===== config.mk =====
export PLATFORM = sky130hd
export DESIGN_NAME = ocp_hiccup_ctrl
export DESIGN_NICKNAME = d
export VERILOG_FILES = /design/src/rtl/ocp_pkg.sv /design/src/rtl/ocp_cycle_limit.sv /design/src/rtl/ocp_blank_timer.sv /design/src/rtl/ocp_hiccup_seq.sv /design/src/rtl/ocp_hiccup_ctrl.sv
export SDC_FILE = /design/constraint.sdc
export NUM_CORES = 1
export LEC_CHECK = 0
export BUFFER_PORTS_ARGS = -buffer_cell sky130_fd_sc_hd__buf_2
export CORE_MARGIN = 2
export CORE_UTILIZATION = 40
export CTS_CLUSTER_DIAMETER = 60
export CTS_CLUSTER_SIZE = 25
export DETAILED_ROUTE_END_ITERATION = 10
export GPL_ROUTABILITY_DRIVEN = 0
export PLACE_DENSITY = 0.69
export SYNTH_ARGS = -nofsm -noshare
export SYNTH_HDL_FRONTEND = slang
export SYNTH_SLANG_ARGS = --single-unit

===== constraint.sdc =====
create_clock -name clk -period 2.5 [get_ports clk]
set_input_delay 0.25 -clock clk [delete_from_list [all_inputs] [get_ports clk]]
set_output_delay 0.25 -clock clk [all_outputs]
set_load 0.005 [all_outputs]

===== src/rtl/ocp_pkg.sv =====
package ocp_pkg;

  typedef enum logic [1:0] {
    HC_RUN   = 2'd0,
    HC_OFF   = 2'd1,
    HC_RETRY = 2'd2
  } hc_state_e;

  // true when a counter holding cnt is about to complete lim events
  function automatic logic hits_last(input int unsigned cnt, input int unsigned lim);
    return (cnt + 1) == lim;
  endfunction

endpackage


===== src/rtl/ocp_cycle_limit.sv =====
module ocp_cycle_limit (
  input  logic clk,
  input  logic rst_n,
  input  logic clr,
  input  logic dis,
  input  logic hs_oc,
  input  logic ls_below,
  input  logic sw_tick,
  output logic hs_off,
  output logic ls_on,
  output logic lim_act
);

  logic hs_blk_q;
  logic ls_hold_q;

  always_ff @(posedge clk or negedge rst_n) begin
    if (!rst_n) begin
      hs_blk_q  <= 1'b0;
      ls_hold_q <= 1'b0;
    end else if (clr) begin
      hs_blk_q  <= 1'b0;
      ls_hold_q <= 1'b0;
    end else begin
      if (hs_oc)        hs_blk_q <= 1'b1;
      else if (sw_tick) hs_blk_q <= 1'b0;
      if (hs_oc)         ls_hold_q <= 1'b1;
      else if (ls_below) ls_hold_q <= 1'b0;
    end
  end

  assign hs_off  = dis | hs_oc | hs_blk_q;
  assign ls_on   = ~dis & (hs_oc | ls_hold_q);
  assign lim_act = hs_oc | ls_hold_q;

endmodule


===== src/rtl/ocp_blank_timer.sv =====
module ocp_blank_timer #(
  parameter int unsigned BLANK_US = 12
) (
  input  logic clk,
  input  logic rst_n,
  input  logic arm,
  input  logic us_tick,
  output logic trip
);
  import ocp_pkg::*;

  localparam int unsigned BW = $clog2(BLANK_US + 1);

  logic [BW-1:0] cnt_q;
  logic          last_w;

  assign last_w = hits_last(32'(cnt_q), BLANK_US);
  assign trip   = arm & us_tick & last_w;

  always_ff @(posedge clk or negedge rst_n) begin
    if (!rst_n) begin
      cnt_q <= '0;
    end else if (!arm) begin
      cnt_q <= '0;
    end else if (us_tick) begin
      cnt_q <= last_w ? '0 : cnt_q + 1'b1;
    end
  end

endmodule


===== src/rtl/ocp_hiccup_seq.sv =====
module ocp_hiccup_seq #(
  parameter int unsigned OFF_CYC   = 896,
  parameter int unsigned RETRY_CYC = 112
) (
  input  logic               clk,
  input  logic               rst_n,
  input  logic               en,
  input  logic               trip,
  input  logic               sw_tick,
  input  logic               fb_low,
  output ocp_pkg::hc_state_e state
);
  import ocp_pkg::*;

  localparam int unsigned MAXC = (OFF_CYC > RETRY_CYC) ? OFF_CYC : RETRY_CYC;
  localparam int unsigned CW   = $clog2(MAXC + 1);

  hc_state_e     st_q;
  logic [CW-1:0] cnt_q;
  logic          off_end;
  logic          retry_end;

  assign off_end   = sw_tick & hits_last(32'(cnt_q), OFF_CYC);
  assign retry_end = sw_tick & hits_last(32'(cnt_q), RETRY_CYC);

  always_ff @(posedge clk or negedge rst_n) begin
    if (!rst_n) begin
      st_q  <= HC_RUN;
      cnt_q <= '0;
    end else if (!en) begin
      st_q  <= HC_RUN;
      cnt_q <= '0;
    end else begin
      unique case (st_q)
        HC_RUN: begin
          cnt_q <= '0;
          if (trip) st_q <= HC_OFF;
        end
        HC_OFF: begin
          if (off_end) begin
            st_q  <= HC_RETRY;
            cnt_q <= '0;
          end else if (sw_tick) begin
            cnt_q <= cnt_q + 1'b1;
          end
        end
        HC_RETRY: begin
          if (retry_end) begin
            st_q  <= fb_low ? HC_OFF : HC_RUN;
            cnt_q <= '0;
          end else if (sw_tick) begin
            cnt_q <= cnt_q + 1'b1;
          end
        end
        default: begin
          st_q  <= HC_RUN;
          cnt_q <= '0;
        end
      endcase
    end
  end

  assign state = st_q;

endmodule


===== src/rtl/ocp_hiccup_ctrl.sv =====
module ocp_hiccup_ctrl #(
  parameter int unsigned BLANK_US  = 12,
  parameter int unsigned OFF_CYC   = 896,
  parameter int unsigned RETRY_CYC = 112
) (
  input  logic clk,
  input  logic rst_n,
  input  logic en,
  input  logic hs_oc,
  input  logic ls_below,
  input  logic fb_low,
  input  logic sw_tick,
  input  logic us_tick,
  output logic hs_off,
  output logic ls_on,
  output logic sw_dis,
  output logic pull_low
);
  import ocp_pkg::*;

  hc_state_e state_w;
  logic      in_off_w;
  logic      in_run_w;
  logic      lim_act_w;
  logic      arm_w;
  logic      trip_w;
  logic      clr_w;

  assign in_off_w = (state_w == HC_OFF);
  assign in_run_w = (state_w == HC_RUN);
  assign clr_w    = ~en | in_off_w;
  assign arm_w    = en & in_run_w & lim_act_w & fb_low;

  ocp_cycle_limit u_limit (
    .clk      (clk),
    .rst_n    (rst_n),
    .clr      (clr_w),
    .dis      (in_off_w),
    .hs_oc    (hs_oc),
    .ls_below (ls_below),
    .sw_tick  (sw_tick),
    .hs_off   (hs_off),
    .ls_on    (ls_on),
    .lim_act  (lim_act_w)
  );

  ocp_blank_timer #(.BLANK_US(BLANK_US)) u_blank (
    .clk     (clk),
    .rst_n   (rst_n),
    .arm     (arm_w),
    .us_tick (us_tick),
    .trip    (trip_w)
  );

  ocp_hiccup_seq #(.OFF_CYC(OFF_CYC), .RETRY_CYC(RETRY_CYC)) u_seq (
    .clk     (clk),
    .rst_n   (rst_n),
    .en      (en),
    .trip    (trip_w),
    .sw_tick (sw_tick),
    .fb_low  (fb_low),
    .state   (state_w)
  );

  assign sw_dis   = in_off_w;
  assign pull_low = in_off_w;

endmodule


==> results_dict.tcl, run 1 <==
set metrics [dict create \
    worst-r2r-setup-slack_ns 0.21 \
    port_buffers 11 \
    finalWorstPathRequiredPeriod_ns 2.289 \
    critPathKind "reg2reg" \
    path_buf_inv 1 \
    root_buffer "clkbuf_4" \
    start_util_pct 42.76 \
    p_leak_nw 0.6436 \
    status "finished clean" \
    viasPerCell 5.390 \
    drtIter0Drc 35 \
    crit_family "compound AO/OA/AOI/OAI gates" \
    postPlaceCellArea_um2 1449 \
    wl_um 2793 \
    hold_violations 0 \
    synth_edf_count 0 \
    fmax_ghz 0.4369 \
    slowest_delay_ns 0.54 \
    dr.pass1.iters 4 \
    io_pins 12 \
    r2r-end "u_seq.state[0]" \
    htreeDepth 1 \
    clock-sinks 18 \
    setup_viol 0 \
    fillers 309 \
    dieHeight_um 61.83 \
    synthToLayoutAreaGrowth_pct 12.44 \
    diodes 0 \
    vias 1148 \
    clock_path_buffers 2 \
    num_rows 20 \
    grt_overflow 0 \
    fin_setup_tns_ns 0 \
    worst_pin_slew_ns 0.4223 \
    cts_made_buffers 3 \
    syn_area_per_cell_um2 8.574 \
    reg2reg_from "u_seq.cnt_q[0]" \
    hold_end "u_limit.ls_hold_q" \
    critical_path_peak_fanout 10 \
    clk_latency_ns 0.29 \
    synth_ff_type "dfrtp_1" \
    timing.final.crit_share_pct 91.55 \
    rsz0062_at_grt "no" \
    ys_warn_count 0 \
    maxCapViolCount 0 \
    final_nets 185 \
    path_clk_slew_ns 0.10 \
    synth_cell_type_count 40 \
    max-slew-margin-rel_pct 71.82 \
    reg2reg_depth 7 \
    wl_per_cell_um 13.11 \
    synthArstFlopShare_pct 100.0 \
    synth_nets 171 \
    cts_tree "built" \
    hold_depth 3 \
    die_area_um2 3822 \
    antenna_found_initial 0 \
    drive_above_1_share_pct 17.16 \
    critical_path.cell_chain "ha_1 > buf_4 > a311oi_2 > a41oi_1 > o41a_1 > or3_1 > o211ai_1" \
    fin_skew_ns 0.002809 \
    cp_data_arrival_time_ns 2.50 \
    grt_pass1_vias 1143 \
    power_density_nw_per_um2 446.1 \
    synth-seq-cells 18 \
    critPathCaptureType "flop" \
    syn-cell-area_um2 1338 \
    grt_pass1_wl_um 4912 \
    dieWidth_um 61.83 \
    worstPathRequired_ns 2.71 \
    startpoint_type "flop" \
    worst_path_max_delay_cell "o41a_1" \
    crit_start "u_seq.cnt_q[0]" \
    ir_drop_uv 358.3 \
    yosysSeqAreaShare_pct 33.68 \
    postCtsSetupBuffers 0 \
    hold_start "hs_oc" \
    grt_max_degree 19 \
    ant_nets 0 \
    syn_inst 156 \
    groute.usage.overall_pct 16.81 \
    final_area_um2 1504 \
    slew_viol_final 0 \
    drcViolationCount 0 \
    hold_class "in2reg" \
    dpl.hpwl_um 2098 \
    holdWs_ns 0.2498 \
    core_um2 3128 \
]
metrics by stage:
stage          utilization [%]  worst slack (ns)  instances  total power [mW]
2_1_floorplan                -            0.2752        156            0.4319
3_3_place_gp             46.32            0.1923        208            0.4877
3_5_place_dp             46.32            0.1079        208            0.4911
4_1_cts                  47.80           0.08043        213            0.6694
5_1_grt                  48.08           0.08269        213            0.7112
6_report                 48.08            0.2113        213            0.6708
worst min-delay path, stage by stage:
cell     delay [ns]
buf_2          0.13
a21oi_1        0.05
nor2_1         0.08
Yosys cell counts, types with 4 or more instances:
library cell,instances,area share (%)
nor2_1,23,6.5
dfrtp_1,18,34
nand2_1,10,2.8
a21oi_1,8,3.0
ha_1,7,6.5
inv_1,7,2.0
nand3_1,7,2.6
xnor2_1,7,4.6
xor2_1,6,3.9
buf_2,5,1.9
nand4_1,5,2.3
a31oi_1,4,1.9
clkbuf_1,4,1.1
cell families after synthesis:
family	Yosys count	synth area share, %
adder cells (fa/ha/maj)	7	6.548
buffers and inverters	20	7.483
flip-flops	18	33.68
AND/OR/NAND/NOR	62	22.83
XOR/XNOR	13	8.513
multiplexers	3	2.245
AO/OA/AOI/OAI	33	18.71
state kept, by name (all words and copies together), names as in the netlist:
name               flops
u_seq.state            2
u_limit.ls_hold_q      1
u_limit.hs_blk_q       1
u_blank.cnt_q          4
u_seq.cnt_q           10
where the power goes:
| group | switching (mW) | internal [mW] |
|---|---|---|
| clock | 0.0877 | 0.0888 |
| sequential | 0.0143 | 0.306 |
| combinational | 0.103 | 0.0707 |
| total | 0.205 | 0.466 |
worst max-delay path by stage:
stage | slack (ns) | end | cells after the start
after floorplan | 0.28 | u_seq.state[1] | 7
after global routing | 0.08 | u_seq.state[0] | 8
after detailed placement | 0.11 | u_seq.cnt_q[3] | 7
after CTS | 0.08 | u_seq.cnt_q[3] | 7
final | 0.21 | u_seq.state[0] | 7
after global placement | 0.19 | u_seq.cnt_q[2] | 7
area by class of cell:
cell class	count	area [um2]	share of cell area, %
inverters	7	26.28	1.747
flip-flops and latches	18	450.4	29.95
multi-input cells	118	795.8	52.91
repair buffers	22	140.1	9.318
well taps	44	55.05	3.661
clock buffers	4	36.28	2.413
layer usage:
metal / GRT usage, % / wire (um) / vias to the layer above
met5: 0 / 0 / -
met4: 4.559 / 36 / 0
met3: 1.242 / 92 / 5
met2: 29.47 / 1308 / 26
met1: 22.38 / 1355 / 536
li1: - / - / 581
repair_timing:
| action | CTS | global route |
|---|---|---|
| gates resized for setup | 0 | 2 |
| setup endpoints to repair | 0 | 10 |
| endpoints found under the hold margin | 18 | 0 |
| hold buffers | 1 | 0 |
placed cells by master (no fill, tap or decap), types with 2 or more instances in the layout:
master	count
nand3_1	7
xnor2_1	7
nand4_1	5
nand2_1	10
buf_4	10
o21ai_0	2
o2111ai_1	2
clkbuf_4	3
a31o_2	2
nor3_1	3
or3_1	2
and4_1	3
buf_2	11
o311ai_0	2
inv_1	7
nor2_1	23
and2_1	4
o211ai_1	3
a31oi_1	4
xor2_1	6
mux2i_1	3
ha_1	7
dfrtp_1	18
nand3b_1	2
a21oi_1	8
Note: power is estimated with default switching activity, not from simulation.
==> run 2, diff against run 1 <==
--- a/config.mk
+++ b/config.mk
@@ -13,6 +13,7 @@
 export DETAILED_ROUTE_END_ITERATION = 10
 export GPL_ROUTABILITY_DRIVEN = 0
 export PLACE_DENSITY = 0.69
+export SETUP_SLACK_MARGIN = 0.4
 export SYNTH_ARGS = -nofsm -noshare
 export SYNTH_HDL_FRONTEND = slang
 export SYNTH_SLANG_ARGS = --single-unit
==> run 2 against run 1 <==
Wire length up 24%. Global-route usage up 2.2 points. Utilization up 8.4 points. Critical path type unchanged. Combinational power up 37%. Flip-flop and latch count unchanged. Final cell count up 6.6%. Total power up 10%. Clock power about the same. Largest power group unchanged. Sequential share of layout area down 4.3 points.
==> results_dict.tcl, run 2 (synthesis gave the netlist of run 1 again) <==
set metrics [dict create \
    drcViolationCount 0 \
    dr.pass1.iters 4 \
    fin_setup_tns_ns 0 \
    synthToLayoutAreaGrowth_pct 32.18 \
    port_buffers 11 \
    setup_viol 0 \
    rsz0062_at_grt "yes" \
    grt_pass1_vias 1161 \
    total_power_uw 740.0 \
    finalWorstPathRequiredPeriod_ns 2.095 \
    die_area_um2 3822 \
    timing.final.crit_share_pct 83.79 \
    wl_um 3452 \
    ir_drop_uv 224.1 \
    antenna_found_initial 0 \
    htreeDepth 1 \
    root_buffer "clkbuf_4" \
    path_clk_slew_ns 0.11 \
    max-slew-margin-rel_pct 71.91 \
    dieHeight_um 61.83 \
    critical_path_peak_fanout 7 \
    cts_made_buffers 3 \
    drive_above_1_share_pct 37.70 \
    start_util_pct 42.76 \
    viasPerCell 5.564 \
    core_um2 3128 \
    grt_pass1_wl_um 5306 \
    clk_latency_ns 0.29 \
    io_pins 12 \
    cts_tree "built" \
    critPathCaptureType "flop" \
    cp_data_arrival_time_ns 2.29 \
    worst-r2r-setup-slack_ns 0.41 \
    slew_viol_final 0 \
    p_leak_nw 0.7394 \
    grt_max_degree 19 \
    fmax_ghz 0.4774 \
    hold_start "hs_oc" \
    num_rows 20 \
    reg2reg_depth 6 \
    use_met2_pct 32.48 \
    busiest_layer "met2" \
    drtIter0Drc 111 \
    hold_class "in2reg" \
    critPathKind "reg2reg" \
    reg2reg_from "u_seq.cnt_q[5]" \
    hold_depth 3 \
    clock_path_buffers 2 \
    maxCapViolCount 0 \
    grt_overflow 0 \
    r2r-end "u_seq.state[1]" \
    fin_skew_ns 0.01095 \
    largest_register_ffs 10 \
    hold_violations 0 \
    wl_per_cell_um 15.21 \
    status "finished clean" \
    groute.usage.overall_pct 18.97 \
    final_cell_mix "buf_4 (19), nor2_1 (17), dfrtp_1 (15)" \
    dpl.hpwl_um 2311 \
    regMostFlops "u_seq.cnt_q" \
    worst_pin_slew_ns 0.4213 \
    startpoint_type "flop" \
    worstPathRequired_ns 2.70 \
    final_nets 199 \
    met1_usage_pct 25.23 \
    dieWidth_um 61.83 \
    ant_nets 0 \
    hold_end "u_limit.ls_hold_q" \
    clock-sinks 18 \
    final_common_cell "buf_4" \
    power_density_nw_per_um2 418.5 \
    vias 1263 \
    met3_usage_pct 2.899 \
    diodes 0 \
]
## run 2: changes by cell type in the layout (fill, tap and decap cells not counted), sizes merged
| cell | previous run | this run |
|---|---|---|
| buf | 21 | 35 |
## run 2: cell type report
type	count	area [um2]
tap	44	55.05
inverter	7	26.28
multi-input combinational	118	932.1
timing repair buffer	36	264.0
sequential	18	454.2
clock buffer	4	36.28
fill	279	1360
## run 2: critical path, stage by stage, from the launching register on
cell      delay [ns]
dfrtp_1         0.41
and4_4          0.24
a311oi_2        0.30
a41oi_2         0.06
o41a_1          0.52
a31o_2          0.26
a31o_2          0.21
## run 2: layer usage
layer,routed length (um),vias to the layer above
li1,-,609
met1,1507,621
met2,1776,29
met3,135,4
met4,32,0
met5,0,-
## run 2: where the power goes
part | total [mW] | leakage (nW) | switching, mW | internal [mW]
Sequential | 0.321 | 0.243 | 0.0149 | 0.306
Clock | 0.180 | 0.0210 | 0.0914 | 0.0887
Combinational | 0.239 | 0.475 | 0.124 | 0.114
## run 2: worst max path at each step
stage              startpoint              to  depth (start not counted)
2_1_floorplan  u_seq.cnt_q[3]  u_seq.state[1]                          8
3_3_place_gp   u_seq.cnt_q[1]  u_seq.state[1]                          6
3_5_place_dp   u_seq.cnt_q[1]  u_seq.state[0]                          7
4_1_cts        u_seq.cnt_q[0]  u_seq.state[1]                          7
5_1_grt        u_seq.cnt_q[2]  u_seq.state[1]                          6
6_report       u_seq.cnt_q[5]  u_seq.state[1]                          6
## run 2: stage by stage
step	setup slack, ns	hold WS [ns]	cells	instance area [um2]	util (%)
final	0.4052	0.2615	227	1768	56.52
after global placement	0.3261	0.2076	209	1458	46.60
after detailed placement	0.2563	0.2089	209	1458	46.60
after floorplan	0.4045	-0.04559	156	1356	-
after global routing	0.3447	0.2616	227	1768	56.52
after CTS	0.4023	0.2311	223	1617	51.68
## run 2: what timing repair did
item	in CTS	in global routing
buffers inserted	8	4
hold endpoints to repair	18	0
setup endpoints to repair	12	12
cloned	1	0
hold buffers	1	0
gates resized for setup	13	29
pin swaps	5	9
==> run 3, diff against run 2 <==
--- a/config.mk
+++ b/config.mk
@@ -12,7 +12,7 @@
 export CTS_CLUSTER_SIZE = 25
 export DETAILED_ROUTE_END_ITERATION = 10
 export GPL_ROUTABILITY_DRIVEN = 0
-export PLACE_DENSITY = 0.69
+export PLACE_DENSITY = 0.72
 export SETUP_SLACK_MARGIN = 0.4
 export SYNTH_ARGS = -nofsm -noshare
 export SYNTH_HDL_FRONTEND = slang
==> constraint.sdc (replaced) <==
create_clock -name clk -period 1.8 [get_ports clk]
set_input_delay 0.18 -clock clk [delete_from_list [all_inputs] [get_ports clk]]
set_output_delay 0.18 -clock clk [all_outputs]
set_load 0.005 [all_outputs]
==> run 3 against run 2 <==
Wire length decreased by 0.61%. Largest cell class unchanged. Die area is the same. Flip-flop and latch count did not move. Non-clock buffer count grew 9. Setup slack got worse by 0.79 ns. Critical endpoint is now u_seq.cnt_q[4]. The run now ends with negative setup slack left. Global-route usage rose by 2.4 points. Clock power rose by 41%. Utilization is 0.36 points higher. Sequential power rose by 37%. Largest power group unchanged.
==> results_dict.tcl, run 3 (synthesis gave the netlist of run 1 again) <==
set metrics [dict create \
    status "finished, violations left" \
    violations "negative setup slack" \
    fillers 269 \
    vias 1307 \
    hold_start "hs_oc" \
    dpl.hpwl_um 2484 \
    dieHeight_um 61.83 \
    final_nets 208 \
    grt_overflow 0 \
    ir_drop_uv 403.8 \
    dieWidth_um 61.83 \
    drive_above_1_share_pct 34.90 \
    grt_pass1_wl_um 6023 \
    path_clk_slew_ns 0.10 \
    crit_family "compound AO/OA/AOI/OAI gates" \
    hold_violations 0 \
    grt_pass1_vias 1338 \
    cts_tree "built" \
    synthToLayoutAreaGrowth_pct 33.02 \
    use_met2_pct 38.65 \
    dp_cells 227 \
    critPathCaptureType "flop" \
    num_rows 20 \
    io_pins 12 \
    worstPathRequired_ns 1.99 \
    root_buffer "clkbuf_4" \
    max-slew-margin-rel_pct 72.00 \
    worst_path_max_delay_cell "dfrtp_1" \
    clock-sinks 18 \
    startpoint_type "flop" \
    final_common_cell "buf_4" \
    critPathKind "reg2reg" \
    busiest_layer "met2" \
    power_density_nw_per_um2 623.5 \
    final_cell_mix "buf_4 (26), dfrtp_1 (17), nor2_1 (13)" \
    port_buffers 11 \
    critical_path_peak_fanout 6 \
    fmax_ghz 0.4587 \
    cts_made_buffers 3 \
    maxCapViolCount 0 \
    worst_pin_slew_ns 0.4200 \
    reg2reg_from "u_seq.cnt_q[0]" \
    fin_skew_ns 0.003378 \
    htreeDepth 1 \
    met1_usage_pct 25.78 \
    wl_um 3431 \
    clock_path_buffers 2 \
    slew_viol_final 0 \
    core_um2 3128 \
    grt_max_degree 19 \
    start_util_pct 42.76 \
    timing.final.ws_setup_ns -0.3801 \
    regMostFlops "u_seq.cnt_q" \
    setup_viol 12 \
    dp_slack_ns -0.3562 \
    drcViolationCount 0 \
    met3_usage_pct 2.899 \
    p_leak_nw 0.7752 \
    die_area_um2 3822 \
    ant_nets 0 \
    drtIter0Drc 59 \
    stdcell_count 236 \
    critical_path.cell_chain "ha_4 > buf_6 > a21o_1 > a31oi_1 > a31oi_1 > o41a_1 > o211ai_2 > buf_6 > nor2_4" \
    cp_data_arrival_time_ns 2.37 \
    groute.usage.overall_pct 21.39 \
    diodes 0 \
    clk_latency_ns 0.30 \
    hold_class "in2reg" \
    path_buf_inv 2 \
    postPlaceCellArea_um2 1595 \
    timing.final.crit_share_pct 121.1 \
    rsz0062_at_grt "yes" \
    final_area_um2 1779 \
    antenna_found_initial 0 \
    dr.pass1.iters 4 \
    slowest_delay_ns 0.44 \
    viasPerCell 5.538 \
    crit_start "u_seq.cnt_q[0]" \
    largest_register_ffs 10 \
    wl_per_cell_um 14.54 \
    finalWorstPathRequiredPeriod_ns 2.180 \
]
run 3: cell count changes in the layout (fill, tap and decap cells not counted), moves of 3 or more:
cell and change:
and2_1 +4, and2_4 -4, buf_4 +7, buf_6 +4
nor2_1 -4, nor2_4 +3
run 3: stage by stage:
step                utilization [%]  power (mW)  hold slack (ns)  setup TNS (ns)
floorplan                         -      0.6044          -0.1156          -3.112
global placement              51.00      0.7328           0.1261          -3.219
detailed placement            51.00      0.7402           0.1394          -3.964
CTS                           56.64       1.106           0.1504          -3.280
global route                  56.88       1.174           0.1789          -5.317
finish                        56.88       1.109           0.1556          -4.391
run 3: layout make-up:
| class | instances | area, um2 | share of cell area, % |
|---|---|---|---|
| clock buffers | 4 | 36.28 | 2.039 |
| well taps | 44 | 55.05 | 3.094 |
| repair buffers | 45 | 351.6 | 19.76 |
| multi-input cells | 118 | 858.3 | 48.24 |
| flip-flops and latches | 18 | 451.7 | 25.39 |
| inverters | 7 | 26.28 | 1.477 |
run 3: path summary, 6_finish.rpt:
check | to | slack [ns] | depth (start not counted)
max in group asynchronous | u_seq.cnt_q[1] | 1.15 | 2
worst max register to register | u_seq.cnt_q[4] | -0.38 | 9
worst min-delay path | u_limit.hs_blk_q | 0.16 | 3
worst min register to register | u_limit.hs_blk_q | 0.52 | 2
worst max-delay path | u_seq.cnt_q[4] | -0.38 | 9
min in group asynchronous | u_seq.cnt_q[2] | 0.33 | 2
run 3: worst register-to-register path: stages (launching register included):
cell      delay (ns)
dfrtp_1         0.44
ha_4            0.21
buf_6           0.13
a21o_1          0.15
a31oi_1         0.20
a31oi_1         0.07
o41a_1          0.40
o211ai_2        0.25
buf_6           0.17
nor2_4          0.04
run 3: routing by layer:
layer	vias to the layer above	routed length, um
li1	633	-
met1	624	1449
met2	41	1754
met3	9	148
met4	0	78
met5	-	0
run 3: power breakdown:
group          internal [mW]  leakage, nW  switching [mW]
registers              0.425        0.247          0.0160
logic                  0.220        0.507           0.194
clock network          0.124       0.0210           0.131
run 3: repair_timing:
action	4_1_cts	5_1_grt
setup buffers	4	0
cloned	0	0
hold endpoints to repair	18	0
endpoints found under the setup margin	16	16
resized for setup	26	2
pin swaps	12	0
hold buffers	1	0
